==> src/rtl/evp_pkg.sv <==
package evp_pkg;
    parameter int ENTRIES = 64;
    parameter int SLOTS   = 3;
    localparam int IDX_W  = $clog2(ENTRIES);
    localparam int OFF_W  = (SLOTS > 1) ? $clog2(SLOTS) : 1;

    typedef logic [SLOTS-1:0] slot_mask_t;
endpackage

==> src/rtl/evp_slot_decode.sv <==
module evp_slot_decode
    import evp_pkg::*;
(
    input  logic             clk,
    input  logic             rst_n,
    input  logic             valid,
    input  logic [OFF_W-1:0] off,
    output slot_mask_t       onehot
);
    always_comb begin
        onehot = '0;
        if (valid && (int'(off) < SLOTS))
            onehot[off] = 1'b1;
    end

    // out-of-range offsets never produce a slot
    a_r6_no_stray_slot: assert property (@(posedge clk) disable iff (!rst_n)
        (int'(off) >= SLOTS) |-> (onehot == '0));
    // a valid in-range offset produces exactly one slot
    a_r2_one_slot: assert property (@(posedge clk) disable iff (!rst_n)
        (valid && int'(off) < SLOTS) |-> $onehot0(onehot) && (onehot != '0));
endmodule

==> src/rtl/evp_entry.sv <==
module evp_entry
    import evp_pkg::*;
(
    input  logic       clk,
    input  logic       rst_n,
    input  logic       clr,
    input  slot_mask_t set_mask,
    input  logic       rd,
    output slot_mask_t eff
);
    slot_mask_t bits_q;
    slot_mask_t bits_d;

    // replace first, then eviction, then the prediction consumes
    always_comb begin
        eff    = (clr ? '0 : bits_q) | set_mask;
        bits_d = rd ? '0 : eff;
    end

    always_ff @(posedge clk) begin
        if (!rst_n) bits_q <= '0;
        else        bits_q <= bits_d;
    end

    // nothing survives an issuing read
    a_r5_clear_on_issue: assert property (@(posedge clk) disable iff (!rst_n)
        rd |=> ((bits_q & $past(eff)) == '0));
    // a mark set without a read is held
    a_r2_mark_held: assert property (@(posedge clk) disable iff (!rst_n)
        (!rd && set_mask != '0) |=> ((bits_q & $past(set_mask)) == $past(set_mask)));
    // a replace with nothing new leaves the entry empty
    a_r8_replace_clears: assert property (@(posedge clk) disable iff (!rst_n)
        (clr && set_mask == '0) |=> (bits_q == '0));
    // an untouched entry keeps its bits
    a_r9_untouched_stable: assert property (@(posedge clk) disable iff (!rst_n)
        (!clr && !rd && set_mask == '0) |=> $stable(bits_q));
endmodule

==> src/rtl/evict_prefetch_trigger.sv <==
module evict_prefetch_trigger
    import evp_pkg::*;
(
    input  logic             clk,
    input  logic             rst_n,
    input  logic             evict_valid,
    input  logic [IDX_W-1:0] evict_idx,
    input  logic [OFF_W-1:0] evict_off,
    input  logic             repl_valid,
    input  logic [IDX_W-1:0] repl_idx,
    input  logic             pred_valid,
    input  logic [IDX_W-1:0] pred_idx,
    output logic             pf_valid,
    output logic [IDX_W-1:0] pf_idx,
    output logic [SLOTS-1:0] pf_mask
);
    slot_mask_t evict_onehot;
    slot_mask_t eff_arr [ENTRIES];

    evp_slot_decode u_dec (
        .clk    (clk),
        .rst_n  (rst_n),
        .valid  (evict_valid),
        .off    (evict_off),
        .onehot (evict_onehot)
    );

    for (genvar e = 0; e < ENTRIES; e++) begin : g_entry
        logic       clr_e;
        logic       rd_e;
        slot_mask_t set_e;

        always_comb begin
            clr_e = repl_valid && (repl_idx == IDX_W'(e));
            rd_e  = pred_valid && (pred_idx == IDX_W'(e));
            set_e = (evict_idx == IDX_W'(e)) ? evict_onehot : '0;
        end

        evp_entry u_ent (
            .clk      (clk),
            .rst_n    (rst_n),
            .clr      (clr_e),
            .set_mask (set_e),
            .rd       (rd_e),
            .eff      (eff_arr[e])
        );
    end

    always_comb begin
        pf_idx   = pred_idx;
        pf_mask  = pred_valid ? eff_arr[pred_idx] : '0;
        pf_valid = pred_valid && (pf_mask != '0);
    end

    // no prediction, no prefetch
    a_r4_needs_pred: assert property (@(posedge clk) disable iff (!rst_n)
        !pred_valid |-> (!pf_valid && pf_mask == '0));
    // a request always names at least one slot
    a_r3_nonempty: assert property (@(posedge clk) disable iff (!rst_n)
        pf_valid |-> (pf_mask != '0));
    // a same-cycle eviction on the predicted entry is forwarded
    a_r7_forward: assert property (@(posedge clk) disable iff (!rst_n)
        (pred_valid && evict_valid && evict_idx == pred_idx && int'(evict_off) < SLOTS)
        |-> pf_mask[evict_off]);
    // an entry predicted twice in a row with no new mark gives nothing the second time
    a_r5_no_repeat: assert property (@(posedge clk) disable iff (!rst_n)
        (pred_valid && !(evict_valid && evict_idx == pred_idx)) && $past(pred_valid)
        && $past(rst_n) && ($past(pred_idx) == pred_idx) |-> !pf_valid);
endmodule

==> config.mk <==
export PLATFORM = sky130hd
export DESIGN_NAME = evict_prefetch_trigger
export DESIGN_NICKNAME = d
export VERILOG_FILES = /design/src/rtl/evp_pkg.sv /design/src/rtl/evp_slot_decode.sv /design/src/rtl/evp_entry.sv /design/src/rtl/evict_prefetch_trigger.sv
export SDC_FILE = /design/constraint.sdc
export NUM_CORES = 1
export LEC_CHECK = 0
export CORE_MARGIN = 2
export CORE_UTILIZATION = 55
export DETAILED_ROUTE_END_ITERATION = 10
export DONT_BUFFER_PORTS = 1
export HOLD_SLACK_MARGIN = 0.12
export PLACE_DENSITY_LB_ADDON = 0.05
export SETUP_SLACK_MARGIN = 0.5
export SLEW_MARGIN = 40
export SYNTH_ARGS = -nofsm -noshare
export SYNTH_HDL_FRONTEND = slang
export SYNTH_SLANG_ARGS = --single-unit
==> constraint.sdc <==
create_clock -name clk -period 2.6 [get_ports clk]
set_input_delay 0.26 -clock clk [delete_from_list [all_inputs] [get_ports clk]]
set_output_delay 0.26 -clock clk [all_outputs]
set_load 0.01 [all_outputs]
==> impl_results.md <==
- Ys flop type: dfxtp_1
- WHS: 0.250 ns
- Placed instance area: 12200 um2
- M2 GR Usage: approximately 65%
- Largest delay contributor family on the critical path: simple AND/OR/NAND/NOR gates
- CP Data Required Time: roughly 2.3 ns
- Post-synthesis adder-cell area fraction: 0%
- Yosys cell types: 69
- Logic pwr share: about an eighth
- Ys async rst share: 0%
- Skew final: 0 ns
- Hold WC Path Type: in2reg
- Max Slew Vio Count: 0
- Period utilization: 109%
- Commonest cells post-synth: 252 x nor2_1, 192 x dfxtp_1, 182 x a22oi_1
- Post-Synth XOR/XNOR Area: 0%
- Later-pin clock latency in the skew report: 0.45 ns
- Clk sinks: 192
- # diodes: 0
- Number of CTS-inserted buffers: 17
- Final worst slack: -0.241 ns
- Total net switching power: 1740 uW
- Die footprint: 18500 um2
- Core area: 17200 um2
- Gr ovfl total: 0
- DRT iter0 DRCs: between 1000 and 1500
- GR peak layer: met2
- Max Freq: 352 MHz
- Setup TNS: -0.783 ns
- Vias in the first global route: 10300
- I/O Pins: 35
- Post-synthesis sequential area ratio: 40.2%
- Largest net degree at the start of global routing: 65
- Routed vias/inst: 6.77
- Max Cap Viol: 0
- Fillers: between 1000 and 1500
- H-tree depth: 4
- DR pass1 iterations: 8
- GR Util met1: between 50 and 60%
- Min cycle time layout: 2.84 ns
- Number of synthesized register bits: 192
- Detail Route Antenna Nets: 0
- Drt wl/cell: 25.0 um
- Post-Synthesis Net Count: 1160
- Largest family of logic cells by synthesized area: compound AO/OA/AOI/OAI gates
- WP data arrival: 2.58 ns
- Clk buf depth: 2
- Crit-path cells: or4b_4 -> nor2_4 -> a221oi_2 -> or4_1 -> a311oi_2 -> a311oi_2 -> nor4b_4 -> nand4bb_4
- Max IR drop VDD: roughly 480 uV
- Routed wire length: 40600 um
- Post-synthesis mux area share: 5.52%
- Max incr delay on CP: 0.63 ns
- Compound-cell area share of the yosys netlist: 27.9%
- Post-DP HPWL: 29300 um
- GPL Wtd Cong: approximately 1.0
- Initial antenna violation count: 0
- Final Util: 76.4%
- Max_slew headroom: 46.9%
- CP dominant cell by count: a311oi_2
- Syn_area_per_cell: about 8.4 um2
- Pwr/cell area: 495 nW/um2
- Unrepaired setup endpoints after global routing: yes
- Port Buffers: 0
- FP Rows: 48
- Status: complete, but fails checks
- Lkg Pwr: ~0.0048 uW
- EDFF count, synth: 0
- Synth top area share: between 40% and 50%
- Worst-path maximum fanout: 16
- Post-Layout Cell Count: 1625
- Share of layout cells above drive strength 1: 32.2%
- Top reg by flops: g_entry.u_ent.bits_q
- Top Registers: g_entry.u_ent.bits_q (192)
- Area leader, netlist: dfxtp_1
- Starting Density: 55.7%
- Die height: ~140 um
- Met3 Usage GRT: 13.9%
- Placed Cells: 1588
- Clock transition at path regs: 0.07 ns
- CTS tree: built
- Internal Power: 4750 uW
- Slowest-stage cell, CP: or4b_4
- Final #Nets: 1412
- Clock share of power: around 43%
- Synthesized instance count: 1135
- Max reg flops: about 190
- Sw Share: between 20% and 30%
- Hold Vio Cnt, Final: 0
- Area grow syn2layout: 37.2%
- Width of the die: 136 um
- Root buf cell: clkbuf_16
- Synth warn: 0
- DRC errors left: 0
- Final Setup Violations: 4
- Startpoint type of the worst setup path: input pin
- Simple-gate share of the synthesized area: 22.3%
- Total GRT Usage: between 40 and 50%
- Sequential power share: 45.4%
- Mapped Area: between 9000 and 10000 um2
- Bufs and invs on worst path: 0
- First-pass GRT wire length: ~60000 um
- Vias: 11000
- Slew @ Worst Pin: 0.795 ns
- Largest cells by area after synthesis: dfxtp_1 40%, a22oi_1 14%, nor2_1 9.9%
- Most frequent cell after synthesis: nor2_1
- Critical path class: in2out
- Crit path capture type: output pin
- Final instance area: 13100 um2
- Violated checks: setup timing
[path summary, 6_finish.rpt]
kind / startpoint / end / slack [ns] / cells past startpoint
min reg2reg: g_entry[14].u_ent.bits_q[0]$_SDFF_PP0_ / g_entry[14].u_ent.bits_q[0]$_SDFF_PP0_ / 0.52 / 2
min: repl_idx[0] / g_entry[20].u_ent.bits_q[1]$_SDFF_PP0_ / 0.25 / 4
max: evict_idx[1] / pf_valid / -0.24 / 8
max reg2reg: g_entry[27].u_ent.bits_q[2]$_SDFF_PP0_ / g_entry[27].u_ent.bits_q[2]$_SDFF_PP0_ / 1.62 / 3
[cell type report]
type | count | area, um2 | share of cell area (%)
multi-input cells | 848 | 5670 | 43.2
flip-flops and latches | 192 | 3840 | 29.3
repair buffers | 321 | 2700 | 20.6
clock buffers | 19 | 453 | 3.45
well taps | 225 | 282 | 2.15
clock inverters | 13 | 150 | 1.14
inverters | 7 | 26.3 | 0.200
[tightest hold or removal path: stages]
cell and delay [ns]:
nor4b_2 0.04, nand2_1 0.07, a22o_1 0.15, nor2b_1 0.13
[metrics by stage]
stage                     worst slack [ns]  power (uW)
after floorplan                     -0.123        3400
after global placement              -0.601        3700
after detailed placement            -0.593        3700
after CTS                           -0.188        6430
after global routing                -0.303        6590
final                               -0.241        6490
[logic make-up (layout without fill, tap and decap cells)]
| group | count (synthesis) | in the layout |
|---|---|---|
| AO/OA/AOI/OAI | 361 | 361 |
| AND/OR/NAND/NOR | 455 | 455 |
| buffers and inverters | 95 | 360 |
| flip-flops | 192 | 192 |
| multiplexers | 32 | 32 |
[cells in the final DEF (no fill, tap or decap), types with 5 or more instances in the layout]
cell type  netlist  layout
mux2i_1         10      10
buf_4            6     295
nor2_4           1       9
mux2_2           6       6
nor2b_1         29      29
o21ai_0         69      68
and2_1           7       7
nor2_2           1      10
nand3_1          7       7
and4bb_2         6       6
dfxtp_1        192     191
buf_12           0      20
inv_1            6       6
a22oi_2          1       7
buf_6            1       5
mux4_2          16      16
nor2_1         252     235
a22oi_1        182     176
clkbuf_16        0      17
nand2_1         97      95
a221oi_1        37      34
a22o_1          14      12
[metal layers]
metal  vias up  share of wire [%]  routed length [um]
li1       4765                  -                   -
met1      5143                 37               15200
met2       861                 42               17000
met3       239                 13                5430
met4         0                7.4                2990
met5         -                  0                   0
[power groups by stage]
stage / clock, uW / combinational [uW] / sequential, uW
floorplan: 0 / 381 / 3010
global placement: 0 / 684 / 3020
detailed placement: 0 / 685 / 3020
CTS: 2740 / 738 / 2950
global route: 2850 / 797 / 2950
finish: 2760 / 781 / 2950
[what timing repair did]
action / 4_1_cts / 5_1_grt
setup endpoints to repair: 4 / 4
pin swaps: 10 / 6
resized for setup: 45 / 15
setup buffers: 4 / 0
hold buffers: 1 / 0
hold endpoints to repair: 192 / 0
Note: power is estimated with default switching activity, not from simulation.
